**config.mk**
```make
export PLATFORM = sky130hd
export DESIGN_NAME = energy_power_ctl
export DESIGN_NICKNAME = d
export VERILOG_FILES = /design/src/rtl/edpc_pkg.sv /design/src/rtl/edpc_run_timer.sv /design/src/rtl/edpc_regs.sv /design/src/rtl/edpc_power_fsm.sv /design/src/rtl/energy_power_ctl.sv
export SDC_FILE = /design/constraint.sdc
export NUM_CORES = 1
export LEC_CHECK = 0
export ABC_AREA = 1
export ABC_CLOCK_PERIOD_IN_PS = 2100
export CAP_MARGIN = 20
export CORE_MARGIN = 2
export CORE_UTILIZATION = 54
export DETAILED_ROUTE_END_ITERATION = 16
export DONT_BUFFER_PORTS = 1
export GPL_ROUTABILITY_DRIVEN = 0
export PLACE_DENSITY = 0.76
export SLEW_MARGIN = 20
export SYNTH_ARGS = -nofsm -noshare
export SYNTH_HDL_FRONTEND = slang
export SYNTH_SLANG_ARGS = --single-unit
```
**constraint.sdc**
```tcl
create_clock -name clk -period 2.1 [get_ports clk]
set_input_delay 0.105 -clock clk [delete_from_list [all_inputs] [get_ports clk]]
set_output_delay 0.105 -clock clk [all_outputs]
set_load 0.005 [all_outputs]
```
**src/rtl/edpc_pkg.sv**
```systemverilog
package edpc_pkg;

   typedef enum logic [1:0] {
      PM_NORMAL    = 2'b00,
      PM_ENERGY    = 2'b01,
      PM_SOFT_DOWN = 2'b10,
      PM_SAVING    = 2'b11
   } pmode_e;

   typedef enum logic {
      PS_AWAKE = 1'b0,
      PS_DOZE  = 1'b1
   } pstate_e;

   localparam int NUM_FIELDS = 2;
   localparam int FLD_SLEEP  = 0;
   localparam int FLD_WAKE   = 1;

endpackage

```
**src/rtl/edpc_run_timer.sv**
```systemverilog
module edpc_run_timer #(
   parameter int UNIT_CYCLES = 4,
   parameter int LIM_W       = 8
) (
   input  logic             clk,
   input  logic             rst,
   input  logic             arm,
   input  logic [LIM_W-1:0] limit,
   output logic             expired
);

   logic             unit_tick;
   logic [LIM_W-1:0] units_q;

   generate
      if (UNIT_CYCLES < 1) begin : g_bad_unit
         $error("edpc_run_timer: UNIT_CYCLES must be at least 1");
      end
      if (UNIT_CYCLES == 1) begin : g_direct
         assign unit_tick = arm;
      end else begin : g_sub
         localparam int SUB_W = $clog2(UNIT_CYCLES);
         localparam logic [SUB_W-1:0] SUB_LAST = SUB_W'(UNIT_CYCLES - 1);
         logic [SUB_W-1:0] sub_q;

         always_ff @(posedge clk) begin
            if (rst || !arm) begin
               sub_q <= '0;
            end else if (sub_q == SUB_LAST) begin
               sub_q <= '0;
            end else begin
               sub_q <= sub_q + 1'b1;
            end
         end

         assign unit_tick = arm && (sub_q == SUB_LAST);
      end
   endgenerate

   always_ff @(posedge clk) begin
      if (rst || !arm) begin
         units_q <= '0;
      end else if (unit_tick && (units_q < limit)) begin
         units_q <= units_q + 1'b1;
      end
   end

   assign expired = arm && (units_q >= limit);

   // an expiry can only follow a run that was already armed
   assert_run_unbroken_R4: assert property (@(posedge clk) disable iff (rst)
      $rose(expired) |-> $past(arm));

endmodule

```
**src/rtl/edpc_regs.sv**
```systemverilog
module edpc_regs #(
   parameter int              ADDR_W    = 8,
   parameter int              FIELD_W   = 8,
   parameter int              DATA_W    = 16,
   parameter logic [7:0]      WAKE_RST  = 8'h08,
   parameter logic [7:0]      SLEEP_RST = 8'h0C,
   parameter logic [ADDR_W-1:0] TIM_ADDR  = 8'h40,
   parameter logic [ADDR_W-1:0] PHY_ADDR  = 8'h42,
   parameter logic [ADDR_W-1:0] STAT_ADDR = 8'h10
) (
   input  logic               clk,
   input  logic               rst,
   input  logic [ADDR_W-1:0]  host_addr,
   input  logic               host_wr,
   input  logic               host_rd,
   input  logic [DATA_W-1:0]  host_wdata,
   input  logic               low_power,
   output logic [DATA_W-1:0]  host_rdata,
   output logic [FIELD_W-1:0] wake_lim,
   output logic [FIELD_W-1:0] sleep_lim,
   output logic               stat_read,
   output logic               phy_reset
);
   import edpc_pkg::*;

   logic [DATA_W-1:0] timing_q;
   logic              tim_wr;
   logic              phy_wr;
   logic              phy_pulse_q;

   assign tim_wr    = host_wr && (host_addr == TIM_ADDR);
   assign phy_wr    = host_wr && (host_addr == PHY_ADDR);
   assign stat_read = host_rd && (host_addr == STAT_ADDR);

   always_ff @(posedge clk) begin
      if (rst) begin
         timing_q <= DATA_W'({WAKE_RST, SLEEP_RST});
      end else if (tim_wr) begin
         for (int f = 0; f < NUM_FIELDS; f++) begin
            if (host_wdata[f*FIELD_W +: FIELD_W] != '0) begin
               timing_q[f*FIELD_W +: FIELD_W] <= host_wdata[f*FIELD_W +: FIELD_W];
            end
         end
      end
   end

   always_ff @(posedge clk) begin
      if (rst) begin
         phy_pulse_q <= 1'b0;
      end else begin
         phy_pulse_q <= phy_wr && host_wdata[0];
      end
   end

   always_comb begin
      host_rdata = '0;
      if (host_addr == TIM_ADDR) begin
         host_rdata = timing_q;
      end else if (host_addr == STAT_ADDR) begin
         host_rdata[0] = low_power;
      end
   end

   assign wake_lim  = timing_q[FLD_WAKE*FIELD_W +: FIELD_W];
   assign sleep_lim = timing_q[FLD_SLEEP*FIELD_W +: FIELD_W];
   assign phy_reset = phy_pulse_q;

   assert_zero_wake_kept_R3: assert property (@(posedge clk) disable iff (rst)
      (tim_wr && (host_wdata[FLD_WAKE*FIELD_W +: FIELD_W] == '0)) |=> $stable(wake_lim));

   assert_zero_sleep_kept_R3: assert property (@(posedge clk) disable iff (rst)
      (tim_wr && (host_wdata[FLD_SLEEP*FIELD_W +: FIELD_W] == '0)) |=> $stable(sleep_lim));

   assert_tim_load_R2: assert property (@(posedge clk) disable iff (rst)
      (tim_wr && (host_wdata[FLD_WAKE*FIELD_W +: FIELD_W] != '0))
      |=> (wake_lim == $past(host_wdata[FLD_WAKE*FIELD_W +: FIELD_W])));

   assert_phy_one_shot_R9: assert property (@(posedge clk) disable iff (rst)
      phy_reset |-> $past(host_wr && (host_addr == PHY_ADDR) && host_wdata[0]));

endmodule

```
**src/rtl/edpc_power_fsm.sv**
```systemverilog
module edpc_power_fsm (
   input  logic       clk,
   input  logic       rst,
   input  logic [1:0] pwr_mode,
   input  logic       line_energy,
   input  logic       stat_read,
   input  logic       sleep_exp,
   input  logic       wake_exp,
   output logic       sleep_arm,
   output logic       wake_arm,
   output logic       low_power
);
   import edpc_pkg::*;

   pmode_e  mode_c;
   pmode_e  mode_q;
   pstate_e state_q;
   pstate_e state_d;
   logic    soft_entry;
   logic    full_power_mode;

   assign mode_c          = pmode_e'(pwr_mode);
   assign soft_entry      = (mode_c == PM_SOFT_DOWN) && (mode_q != PM_SOFT_DOWN);
   assign full_power_mode = (mode_c == PM_NORMAL) || (mode_c == PM_SAVING);

   always_comb begin
      state_d = state_q;
      unique case (state_q)
         PS_AWAKE: begin
            if (soft_entry) begin
               state_d = PS_DOZE;
            end else if ((mode_c == PM_ENERGY) && sleep_exp) begin
               state_d = PS_DOZE;
            end
         end
         PS_DOZE: begin
            if (full_power_mode || stat_read) begin
               state_d = PS_AWAKE;
            end else if ((mode_c == PM_ENERGY) && wake_exp) begin
               state_d = PS_AWAKE;
            end
         end
         default: state_d = PS_AWAKE;
      endcase
   end

   always_ff @(posedge clk) begin
      if (rst) begin
         state_q <= PS_AWAKE;
         mode_q  <= PM_NORMAL;
      end else begin
         state_q <= state_d;
         mode_q  <= mode_c;
      end
   end

   assign sleep_arm = (state_q == PS_AWAKE) && (mode_c == PM_ENERGY) && !line_energy;
   assign wake_arm  = (state_q == PS_DOZE)  && (mode_c == PM_ENERGY) &&  line_energy;
   assign low_power = (state_q == PS_DOZE);

   assert_soft_ignores_line_R7: assert property (@(posedge clk) disable iff (rst)
      (low_power && (pwr_mode == 2'b10) && !stat_read) |=> low_power);

   assert_full_power_modes_R8: assert property (@(posedge clk) disable iff (rst)
      ((pwr_mode == 2'b00) || (pwr_mode == 2'b11)) |=> !low_power);

   assert_stat_read_wakes_R6: assert property (@(posedge clk) disable iff (rst)
      (low_power && stat_read) |=> !low_power);

   assert_sleep_cause_R4: assert property (@(posedge clk) disable iff (rst)
      $rose(low_power) |-> ($past(pwr_mode == 2'b10) || $past(sleep_exp)));

endmodule

```
**src/rtl/energy_power_ctl.sv**
```systemverilog
module energy_power_ctl #(
   parameter int                ADDR_W            = 8,
   parameter int                DATA_W            = 16,
   parameter int                FIELD_W           = 8,
   parameter int                WAKE_UNIT_CYCLES  = 800_000,
   parameter int                SLEEP_UNIT_CYCLES = 50_000_000,
   parameter logic [7:0]        WAKE_RST          = 8'h08,
   parameter logic [7:0]        SLEEP_RST         = 8'h0C,
   parameter logic [ADDR_W-1:0] TIM_ADDR          = 8'h40,
   parameter logic [ADDR_W-1:0] PHY_ADDR          = 8'h42,
   parameter logic [ADDR_W-1:0] STAT_ADDR         = 8'h10
) (
   input  logic              clk,
   input  logic              rst,
   input  logic [1:0]        pwr_mode,
   input  logic              line_energy,
   input  logic [ADDR_W-1:0] host_addr,
   input  logic              host_wr,
   input  logic              host_rd,
   input  logic [DATA_W-1:0] host_wdata,
   output logic [DATA_W-1:0] host_rdata,
   output logic              low_power,
   output logic              phy_reset
);

   generate
      if (DATA_W != 2 * FIELD_W) begin : g_bad_width
         $error("energy_power_ctl: DATA_W must hold exactly two time fields");
      end
      if ((WAKE_RST == '0) || (SLEEP_RST == '0)) begin : g_bad_reset
         $error("energy_power_ctl: time field reset values must be non-zero");
      end
      if ((TIM_ADDR == PHY_ADDR) || (TIM_ADDR == STAT_ADDR) || (PHY_ADDR == STAT_ADDR)) begin : g_bad_map
         $error("energy_power_ctl: register addresses must differ");
      end
   endgenerate

   logic [FIELD_W-1:0] wake_lim;
   logic [FIELD_W-1:0] sleep_lim;
   logic               stat_read;
   logic               sleep_arm;
   logic               wake_arm;
   logic               sleep_exp;
   logic               wake_exp;

   edpc_regs #(
      .ADDR_W    (ADDR_W),
      .FIELD_W   (FIELD_W),
      .DATA_W    (DATA_W),
      .WAKE_RST  (WAKE_RST),
      .SLEEP_RST (SLEEP_RST),
      .TIM_ADDR  (TIM_ADDR),
      .PHY_ADDR  (PHY_ADDR),
      .STAT_ADDR (STAT_ADDR)
   ) u_regs (
      .clk        (clk),
      .rst        (rst),
      .host_addr  (host_addr),
      .host_wr    (host_wr),
      .host_rd    (host_rd),
      .host_wdata (host_wdata),
      .low_power  (low_power),
      .host_rdata (host_rdata),
      .wake_lim   (wake_lim),
      .sleep_lim  (sleep_lim),
      .stat_read  (stat_read),
      .phy_reset  (phy_reset)
   );

   edpc_run_timer #(
      .UNIT_CYCLES (SLEEP_UNIT_CYCLES),
      .LIM_W       (FIELD_W)
   ) u_sleep_timer (
      .clk     (clk),
      .rst     (rst),
      .arm     (sleep_arm),
      .limit   (sleep_lim),
      .expired (sleep_exp)
   );

   edpc_run_timer #(
      .UNIT_CYCLES (WAKE_UNIT_CYCLES),
      .LIM_W       (FIELD_W)
   ) u_wake_timer (
      .clk     (clk),
      .rst     (rst),
      .arm     (wake_arm),
      .limit   (wake_lim),
      .expired (wake_exp)
   );

   edpc_power_fsm u_fsm (
      .clk         (clk),
      .rst         (rst),
      .pwr_mode    (pwr_mode),
      .line_energy (line_energy),
      .stat_read   (stat_read),
      .sleep_exp   (sleep_exp),
      .wake_exp    (wake_exp),
      .sleep_arm   (sleep_arm),
      .wake_arm    (wake_arm),
      .low_power   (low_power)
   );

   // both wake sources together still give a single exit
   assert_joint_wake_R10: assert property (@(posedge clk) disable iff (rst)
      (low_power && stat_read && wake_exp) |=> !low_power);

endmodule

```
==> results.sh, run 1 <==
export IMPL_area_delta_synth_final_pct=11.0
export IMPL_path_cells="ha_1, nand3_1, nor3_2, nand3_1, nand2_1, buf_4, nor3_1"
export IMPL_first_pass_iters=5
export IMPL_drc_errors=0
export IMPL_synth_cells=706
export IMPL_vias=4599
export IMPL_setup_tns_final_ps=0
export IMPL_ys_ff_latch=82
export IMPL_num_nets_final=787
export IMPL_powerDensity_nw_per_um2=524
export IMPL_die_h_um=98.3
export IMPL_cts_max_level=3
export IMPL_ir_drop_mv=0.308
export IMPL_r2r_start="u_sleep_timer.g_sub.sub_q[0]$_SDFF_PP0_"
export IMPL_path_max_fanout=14
export IMPL_max_stage_delay_ps=420
export IMPL_crit_path_end="u_sleep_timer.g_sub.sub_q[16]$_SDFF_PP0_"
export IMPL_dp_hpwl_mm=8.04
export IMPL_grt_pass1_wl_mm=18.9
export IMPL_wirelength_mm=10.8
export IMPL_path_common_cell="nand3_1"
export IMPL_clock_sinks=82
export IMPL_leakagePower_uw=0.00209
export IMPL_ys_seq_area_share_pct=34.2
export IMPL_endpoint_kind="register"
export IMPL_cp_start_kind="register"
export IMPL_cts_resized=0
export IMPL_grt_pass1_vias=4405
export IMPL_initial_utilization_pct=55.3
export IMPL_fin_crit_sh_pct=90.5
export IMPL_grt_max_degree=21
export IMPL_cts_setup_buffers=0
export IMPL_period_needed_ps=1900
export IMPL_clkLatencyLatePin_ps=350
export IMPL_synth_area_sq_um=4800
export IMPL_diodes=0
export IMPL_r2r_cells=7
export IMPL_yosysWarnings=0
export IMPL_arrival_ps=2130
export IMPL_coreArea_sq_um=8680
export IMPL_clk_path_buf_depth=2
export IMPL_die_w_um=98.3
export IMPL_dr_first_iter_drc_count=222
export IMPL_status="completed"
export IMPL_syn_avg_cell_area_sq_um=6.80
export IMPL_crit_path_start="u_sleep_timer.g_sub.sub_q[0]$_SDFF_PP0_"
export IMPL_timing_reg2reg_setup_slack_ps=200
export IMPL_syn_num_nets=759
export IMPL_max_slew_margin_pct=60.7
export IMPL_tightestPinTransition_ps=590
export IMPL_cp_data_required_time_ps=2330
export IMPL_fmax_mhz=526
export IMPL_r2r_end="u_sleep_timer.g_sub.sub_q[16]$_SDFF_PP0_"
export IMPL_finalClockSkew_ps=18.0
export IMPL_hold_viol_final=0
export IMPL_crit_type="reg2reg"
export IMPL_track_usage_pct=23.1
export IMPL_routedWlPerCell_um=12.8
export IMPL_finalSetupViolCount=0
export IMPL_slew_violations=0
export IMPL_cp_slowest_cell="dfxtp_1"
export IMPL_gr_total_overflow=0
export IMPL_port_buffers=0
export IMPL_antenna_found_initial=0
export IMPL_numCtsBuffers=9
export IMPL_cts_reportedPaths_clkPinSlew_ps=90
export IMPL_dpl_cell_count=809
export IMPL_layoutNonFillerInstCount=847
export IMPL_pin_count=49
export IMPL_grt_setup_unrepaired="no"
export IMPL_vias_per_cell=5.43
export IMPL_ant_nets=0
export IMPL_cap_violations=0
export IMPL_die_area_sq_um=9660
export IMPL_row_count=34
export IMPL_yosysUniqueCellTypes=39
export IMPL_cts_tree="built"
export IMPL_holdCritPathClass="in2reg"
export IMPL_layout_drive_gt1_share_pct=9.07
export IMPL_cts_root_buf="clkbuf_8"
export IMPL_cts_hold_buf=22
==> per-layer routing <==
layer / GRT usage, % / share of wire, %
met1: 27.1 / 42
met2: 41.5 / 49
met3: 5.37 / 7.0
met4: 7.80 / 1.6
met5: 0 / 0
==> worst max-delay path: cells and delay by family (launching register included) <==
kind,cells,cell delay [ps]
AND/OR/NAND/NOR,5,890
flip-flops,1,420
buffers and inverters,1,260
adder cells (fa/ha/maj),1,210
==> logic make-up after synthesis <==
kind of cell	Yosys count	synth area share [%]
flops	82	34.2
xor+xnor	21	3.83
buf+inv	107	8.71
fa+ha+maj	22	5.74
compound gates	73	8.14
simple gates	401	39.4
==> state kept, by name (all words and copies together) (netlist names) <==
name / cells
u_regs.timing_q: 16
u_fsm.mode_q: 2
u_wake_timer.units_q: 8
u_sleep_timer.units_q: 8
u_sleep_timer.g_sub.sub_q: 26
u_wake_timer.g_sub.sub_q: 20
u_regs.phy_reset: 1
u_fsm.low_power: 1
==> metrics by stage <==
step	hold slack (ps)	total power, uW	instance area, sq um	worst slack, ps	utilization, %
after floorplan	174	1640	4800	418	-
after global placement	176	1640	4910	280	56.6
after detailed placement	181	1650	4910	212	56.6
after CTS	81.9	2810	5330	191	61.4
after global routing	116	2890	5330	29.9	61.4
final	104	2790	5330	200	61.4
==> synthesized netlist by cell type (all sizes together) <==
master | count | area [sq um]
nor3b | 5 | 47.5
and2 | 1 | 6.26
clkbuf | 2 | 7.51
and3 | 2 | 12.5
xnor2 | 8 | 70.1
a21o | 2 | 15.0
a22o | 1 | 8.76
or2 | 7 | 46.3
nor2 | 123 | 518
nand2 | 154 | 596
nor4 | 5 | 31.3
o21ai | 17 | 85.1
nand3b | 7 | 52.6
nor3 | 28 | 205
dfxtp | 82 | 1640
inv | 99 | 372
a21oi | 51 | 267
o21bai | 1 | 7.51
nand3 | 60 | 318
xor2 | 13 | 114
ha | 22 | 275
o21a | 1 | 7.51
nand4 | 9 | 56.3
buf | 6 | 38.8
==> report_power, final <==
group	switching (uW)	leakage, uW	total, uW	internal [uW]
Combinational	40.4	0.00134	82.5	42.1
Sequential	3.71	0.000661	1560	1560
Clock	588	0.0000941	1150	560
Total	633	0.00209	2790	2160
==> cell type report <==
type                            instances  area, sq um
Tap cell                              108          135
Timing Repair Buffer                   25          243
Sequential cell                        82         1640
Clock inverter                          5         63.8
Multi-Input combinational cell        517         2740
Clock buffer                           11          131
Inverter                               99          372
Fill cell                             784         3350
==> cells in the final DEF (no fill, tap or decap), types with 2 or more instances in the layout <==
| cell type | netlist | layout |
|---|---|---|
| nand2_1 | 147 | 147 |
| nor2_1 | 110 | 110 |
| inv_1 | 88 | 88 |
| dfxtp_1 | 82 | 82 |
| nand3_1 | 58 | 58 |
| a21oi_1 | 48 | 48 |
| ha_1 | 22 | 22 |
| dlygate4sd3_1 | 0 | 22 |
| nor3_1 | 20 | 20 |
| o21ai_0 | 17 | 17 |
| xor2_1 | 13 | 13 |
| inv_2 | 11 | 11 |
| nor2_2 | 10 | 10 |
| nand4_1 | 9 | 9 |
| clkbuf_8 | 0 | 9 |
| xnor2_1 | 8 | 8 |
| nand2_2 | 7 | 7 |
| nand3b_1 | 7 | 7 |
| nor4_1 | 5 | 5 |
| nor3_2 | 4 | 4 |
| nor3_4 | 4 | 4 |
| nor3b_1 | 3 | 3 |
| or2_0 | 3 | 3 |
| a21oi_2 | 3 | 3 |
| or2_2 | 3 | 3 |
| buf_4 | 4 | 3 |
| a21o_1 | 2 | 2 |
| nor2_4 | 2 | 2 |
| nor3b_2 | 2 | 2 |
| and3_1 | 2 | 2 |
| clkbuf_1 | 2 | 2 |
| clkinv_4 | 0 | 2 |
==> worst min path at each step <==
stage / startpoint / to / slack (ps) / cells after the start
6_report: host_wr / u_regs.timing_q[11]$_SDFFE_PP1P_ / 100 / 3
5_1_grt: rst / u_wake_timer.units_q[4]$_SDFFE_PP0P_ / 120 / 3
4_1_cts: rst / u_wake_timer.units_q[1]$_SDFFE_PP0P_ / 80 / 3
3_5_place_dp: rst / u_fsm.low_power$_SDFF_PP0_ / 180 / 1
3_3_place_gp: rst / u_fsm.low_power$_SDFF_PP0_ / 180 / 1
2_1_floorplan: rst / u_fsm.low_power$_SDFF_PP0_ / 170 / 1
No activity file was read; power rests on OpenSTA's default activity.
==> run 2: changes to the inputs <==
--- a/config.mk
+++ b/config.mk
@@ -8,12 +8,14 @@
 export ABC_AREA = 1
 export ABC_CLOCK_PERIOD_IN_PS = 2100
 export CAP_MARGIN = 20
+export CELL_PAD_IN_SITES_DETAIL_PLACEMENT = 2
+export CELL_PAD_IN_SITES_GLOBAL_PLACEMENT = 2
 export CORE_MARGIN = 2
-export CORE_UTILIZATION = 54
+export CORE_UTILIZATION = 36
 export DETAILED_ROUTE_END_ITERATION = 16
 export DONT_BUFFER_PORTS = 1
 export GPL_ROUTABILITY_DRIVEN = 0
-export PLACE_DENSITY = 0.76
+export PLACE_DENSITY = 0.87
 export SLEW_MARGIN = 20
 export SYNTH_ARGS = -nofsm -noshare
 export SYNTH_HDL_FRONTEND = slang
==> results.sh, run 2 (same netlist as run 1, synthesis figures left out) <==
export IMPL_layout_setup_ws_ps=62.8
export IMPL_hold_viol_final=0
export IMPL_die_h_um=119
export IMPL_mostFrequentLayoutCells="nand2_1, nor2_1, inv_1"
export IMPL_dr_first_iter_drc_count=355
export IMPL_path_max_fanout=9
export IMPL_port_buffers=0
export IMPL_finalSetupViolCount=0
export IMPL_placed_area_sq_um=5000
export IMPL_initial_utilization_pct=36.5
export IMPL_layoutNonFillerInstCount=918
export IMPL_die_area_sq_um=14300
export IMPL_cts_tree="built"
export IMPL_area_delta_synth_final_pct=15.8
export IMPL_vias_per_cell=5.79
export IMPL_wirelength_mm=23.4
export IMPL_path_cells="inv_1, ha_1, nand2_1, nor2_2, nand2_1, and2_4, nand2_4, nand2_1, a21oi_1"
export IMPL_cap_violations=0
export IMPL_dpl_worst_slack_ps=23.1
export IMPL_max_slew_margin_pct=54.5
export IMPL_finalPower_uw=3250
export IMPL_gr_total_overflow=0
export IMPL_top_regs="u_sleep_timer.g_sub.sub_q: 26 flops, u_wake_timer.g_sub.sub_q: 20 flops, u_regs.timing_q: 16 flops"
export IMPL_ant_nets=0
export IMPL_coreArea_sq_um=13100
export IMPL_fin_crit_sh_pct=97.0
export IMPL_pin_count=49
export IMPL_clk_path_buf_depth=2
export IMPL_row_count=42
export IMPL_track_usage_pct=33.5
export IMPL_dp_hpwl_mm=12.0
export IMPL_cts_max_level=3
export IMPL_clkLatencyLatePin_ps=360
export IMPL_grt_pass1_wl_mm=36.2
export IMPL_path_common_cell="nand2_1"
export IMPL_numCtsBuffers=9
export IMPL_max_stage_delay_ps=380
export IMPL_diodes=0
export IMPL_crit_type="reg2reg"
export IMPL_grt_pass1_vias=6113
export IMPL_fmax_mhz=491
export IMPL_setup_tns_final_ps=0
export IMPL_layout_drive_gt1_share_pct=10.8
export IMPL_slew_violations=0
export IMPL_antenna_found_initial=0
export IMPL_die_w_um=119
export IMPL_ir_drop_mv=0.367
export IMPL_status="completed"
export IMPL_cp_data_required_time_ps=2370
export IMPL_final_common_cell="nand2_1"
export IMPL_leakagePower_uw=0.00216
export IMPL_routedWlPerCell_um=25.5
export IMPL_cp_slowest_cell="dfxtp_1"
export IMPL_max_flop_register="u_sleep_timer.g_sub.sub_q"
export IMPL_arrival_ps=2300
export IMPL_cts_root_buf="clkbuf_16"
export IMPL_drc_errors=0
export IMPL_holdCritPathClass="in2reg"
export IMPL_endpoint_kind="register"
export IMPL_powerDensity_nw_per_um2=584
export IMPL_num_nets_final=790
export IMPL_clock_sinks=82
export IMPL_cp_start_kind="register"
export IMPL_period_needed_ps=2040
export IMPL_cts_reportedPaths_clkPinSlew_ps=70
export IMPL_fin_area_sq_um=5560
export IMPL_dpl_cell_count=878
export IMPL_vias=5315
export IMPL_tightestPinTransition_ps=682
export IMPL_largest_register_ffs=26
export IMPL_grt_max_degree=18
export IMPL_first_pass_iters=5
export IMPL_finalClockSkew_ps=13.1
[run 2: worst paths after layout]
kind                            slack [ps]                                      from  depth (start not counted)                                       end
worst max-delay path                    60          u_regs.timing_q[15]$_SDFFE_PP0P_                          9      u_wake_timer.units_q[0]$_SDFFE_PP0P_
worst min-delay path                    90                                       rst                          3   u_sleep_timer.g_sub.sub_q[4]$_SDFF_PP0_
worst max register to register          60          u_regs.timing_q[15]$_SDFFE_PP0P_                          9      u_wake_timer.units_q[0]$_SDFFE_PP0P_
worst min register to register         500  u_sleep_timer.g_sub.sub_q[21]$_SDFF_PP0_                          2  u_sleep_timer.g_sub.sub_q[21]$_SDFF_PP0_
[run 2: area by class of cell]
| type | count | area (sq um) |
|---|---|---|
| sequential | 82 | 1640 |
| clock buffer | 12 | 246 |
| fill | 1585 | 7580 |
| inverter | 99 | 374 |
| timing repair buffer | 28 | 265 |
| multi-input combinational | 517 | 2780 |
| clock inverter | 4 | 27.5 |
| tap | 176 | 220 |
[run 2: repair_timing]
item	in CTS	in global routing
setup buffers	0	2
resized for setup	2	17
endpoints found under the setup margin	2	54
gates cloned	0	0
pin swaps	0	2
hold buffers	22	0
hold endpoints to repair	20	0
[run 2: through the flow]
stage | hold WS, ps | util (%)
5_1_grt | 93.3 | 42.3
3_3_place_gp | 176 | 38.1
6_report | 93.8 | 42.3
2_1_floorplan | 174 | -
3_5_place_dp | 178 | 38.1
4_1_cts | 10.8 | 41.9
[run 2: where the power goes]
part	leakage [uW]	total, uW	internal (uW)	switching (uW)
Combinational	0.00138	98.2	43.1	55.0
Clock	0.000125	1580	836	749
Sequential	0.000661	1560	1560	5.78
[run 2: per-layer routing]
| metal | wire length [um] | vias to the layer above | GRT usage [%] |
|---|---|---|---|
| met1 | 8900 | 2650 | 35.8 |
| met5 | 0 | - | 0 |
| li1 | - | 2319 | - |
| met3 | 1440 | 96 | 8.00 |
| met4 | 1250 | 0 | 19.4 |
| met2 | 11800 | 250 | 59.7 |
[run 2: critical path, delay by kind of cell, from the launching register on]
family | cells | cell delay (ps)
and+or+nand+nor | 6 | 890
buffers and inverters | 1 | 110
DFF | 1 | 380
AOI/OAI and AO/OA | 1 | 210
adders and majority gates | 1 | 360
==> run 3: changes to the inputs <==
--- a/config.mk
+++ b/config.mk
@@ -10,7 +10,6 @@
 export CAP_MARGIN = 20
 export CELL_PAD_IN_SITES_DETAIL_PLACEMENT = 2
 export CELL_PAD_IN_SITES_GLOBAL_PLACEMENT = 2
-export CORE_MARGIN = 2
 export CORE_UTILIZATION = 36
 export DETAILED_ROUTE_END_ITERATION = 16
 export DONT_BUFFER_PORTS = 1
==> results.sh, run 3 (same netlist as run 1, synthesis figures left out) <==
export IMPL_status="completed"
export IMPL_mostFrequentLayoutCells="nand2_1, nor2_1, inv_1"
export IMPL_max_slew_margin_pct=53.7
export IMPL_die_area_sq_um=13800
export IMPL_arrival_ps=2250
export IMPL_dp_hpwl_mm=11.7
export IMPL_crit_type="reg2reg"
export IMPL_whs_ps=34.4
export IMPL_vias=5029
export IMPL_worstHoldPathCells=3
export IMPL_max_stage_delay_ps=480
export IMPL_finalClockSkew_ps=14.7
export IMPL_gr_usage_met1_pct=34.3
export IMPL_finalSetupViolCount=0
export IMPL_clkLatencyLatePin_ps=370
export IMPL_routedWlPerCell_um=23.4
export IMPL_cp_slowest_cell="dfxtp_1"
export IMPL_setup_tns_final_ps=0
export IMPL_slew_violations=0
export IMPL_numCtsBuffers=9
export IMPL_clk_path_buf_depth=2
export IMPL_wirelength_mm=21.3
export IMPL_largest_register_ffs=26
export IMPL_grt_pass1_wl_mm=33.7
export IMPL_final_common_cell="nand2_1"
export IMPL_fmax_mhz=494
export IMPL_r2r_cells=8
export IMPL_dpl_cell_count=873
export IMPL_placed_area_sq_um=5000
export IMPL_track_usage_pct=31.7
export IMPL_cts_max_level=3
export IMPL_cp_data_required_time_ps=2330
export IMPL_layout_setup_ws_ps=77.0
export IMPL_dpl_worst_slack_ps=136
export IMPL_r2r_end="u_wake_timer.units_q[4]$_SDFFE_PP0P_"
export IMPL_hold_viol_final=0
export IMPL_netSwitchingPower_uw=789
export IMPL_met3_usage_pct=7.22
export IMPL_min_from="rst"
export IMPL_coreArea_sq_um=12800
export IMPL_use_met2_pct=57.7
export IMPL_antenna_found_initial=0
export IMPL_cts_root_buf="clkbuf_16"
export IMPL_die_w_um=117
export IMPL_grt_pass1_vias=5950
export IMPL_gr_total_overflow=0
export IMPL_min_delay_worst_endpoint="u_wake_timer.g_sub.sub_q[8]$_SDFF_PP0_"
export IMPL_powerDensity_nw_per_um2=577
export IMPL_endpoint_kind="register"
export IMPL_port_buffers=0
export IMPL_swShare_pct=24.8
export IMPL_layoutNonFillerInstCount=909
export IMPL_path_max_fanout=9
export IMPL_cp_start_kind="register"
export IMPL_path_cells="ha_1, a21oi_1, nor2_1, nor2_1, and2_4, nand2_2, nand2_1, a21oi_1"
export IMPL_area_delta_synth_final_pct=14.7
export IMPL_max_flop_register="u_sleep_timer.g_sub.sub_q"
export IMPL_num_nets_final=788
export IMPL_fin_area_sq_um=5500
export IMPL_leakagePower_uw=0.00214
export IMPL_power_frac_seq_pct=49.3
export IMPL_pin_count=49
export IMPL_grt_busiest_layer="met2"
export IMPL_pwr_share_comb_pct=3.0
export IMPL_cts_tree="built"
export IMPL_period_needed_ps=2020
export IMPL_crit_buf_inv=0
export IMPL_dr_first_iter_drc_count=259
export IMPL_drc_errors=0
export IMPL_timing_reg2reg_setup_slack_ps=80
export IMPL_p_clk_share_pct=47.7
export IMPL_die_h_um=117
export IMPL_ant_nets=0
export IMPL_top_regs="u_sleep_timer.g_sub.sub_q: 26 flops, u_wake_timer.g_sub.sub_q: 20 flops, u_regs.timing_q: 16 flops"
export IMPL_row_count=41
export IMPL_tightestPinTransition_ps=694
export IMPL_final_fill_count=1526
export IMPL_initial_utilization_pct=37.4
export IMPL_diodes=0
export IMPL_vias_per_cell=5.53
export IMPL_ir_drop_mv=0.361
export IMPL_cts_reportedPaths_clkPinSlew_ps=70
export IMPL_path_delay_family="simple AND/OR/NAND/NOR gates"
export IMPL_r2r_start="u_wake_timer.units_q[5]$_SDFFE_PP0P_"
export IMPL_holdCritPathClass="in2reg"
export IMPL_layout_drive_gt1_share_pct=9.36
export IMPL_fin_crit_sh_pct=96.3
export IMPL_grt_max_degree=23
export IMPL_cap_violations=0
export IMPL_cellInternalPower_uw=2390
export IMPL_first_pass_iters=4
export IMPL_clock_sinks=82
[run 3: changes by cell type in the layout (fill, tap and decap cells not counted), moves of 2 or more]
cell / before / now
clkinvlp_4: 3 / 0
o21ai_1: 4 / 2
buf_4: 6 / 2
nor3_2: 3 / 5
nor2_1: 108 / 110
buf_12: 0 / 2
nand2_1: 144 / 146
o21ai_0: 13 / 15
[run 3: layer usage]
layer	share of wire, %	up-vias
li1	-	2314
met1	40	2498
met2	52	155
met4	3.5	0
met3	4.5	62
met5	0	-
[run 3: worst max-delay path by stage]
stage,startpoint,end,slack [ps],cells past startpoint
after floorplan,u_regs.timing_q[15]$_SDFFE_PP0P_,u_wake_timer.units_q[0]$_SDFFE_PP0P_,420,9
after global placement,u_regs.timing_q[7]$_SDFFE_PP0P_,u_sleep_timer.units_q[1]$_SDFFE_PP0P_,250,8
after detailed placement,u_regs.timing_q[7]$_SDFFE_PP0P_,u_sleep_timer.units_q[2]$_SDFFE_PP0P_,140,9
after CTS,u_wake_timer.units_q[5]$_SDFFE_PP0P_,u_wake_timer.units_q[4]$_SDFFE_PP0P_,40,8
after global routing,u_regs.timing_q[13]$_SDFFE_PP0P_,u_wake_timer.units_q[4]$_SDFFE_PP0P_,-10,9
final,u_wake_timer.units_q[5]$_SDFFE_PP0P_,u_wake_timer.units_q[4]$_SDFFE_PP0P_,80,8
[run 3: metrics by stage]
step	utilization, %	power, uW
2_1_floorplan	-	1640
6_report	42.9	3180
5_1_grt	42.9	3240
3_3_place_gp	39.0	1650
3_5_place_dp	39.0	1650
4_1_cts	42.6	3110
[run 3: cell type report]
| class | count | area (sq um) | share of cell area, % |
|---|---|---|---|
| clock buffer | 12 | 236 | 4.30 |
| inverter | 99 | 374 | 6.80 |
| sequential | 82 | 1640 | 29.8 |
| clock inverter | 1 | 5.00 | 0.0910 |
| tap | 172 | 215 | 3.91 |
| timing repair buffer | 26 | 275 | 5.00 |
| multi-input combinational | 517 | 2750 | 50.1 |
[run 3: what timing repair did]
action	in CTS	in global routing
buffers inserted	0	1
setup endpoints to repair	0	17
hold endpoints to repair	20	0
hold buffers	22	0
gates resized for setup	0	9
[run 3: worst reg2reg max path: stages (launching register included)]
cell     delay, ps
dfxtp_1        480
ha_1           320
a21oi_1        230
nor2_1          70
nor2_1         190
and2_4         250
nand2_2        140
nand2_1        120
a21oi_1        100
[run 3: power by group through the flow]
stage	Clock (uW)	Combinational, uW	Sequential, uW
after floorplan	0	39.6	1600
after global placement	0	49.4	1600
after detailed placement	0	54.6	1600
after CTS	1460	87.7	1560
after global routing	1570	103	1560
final	1520	95.7	1560
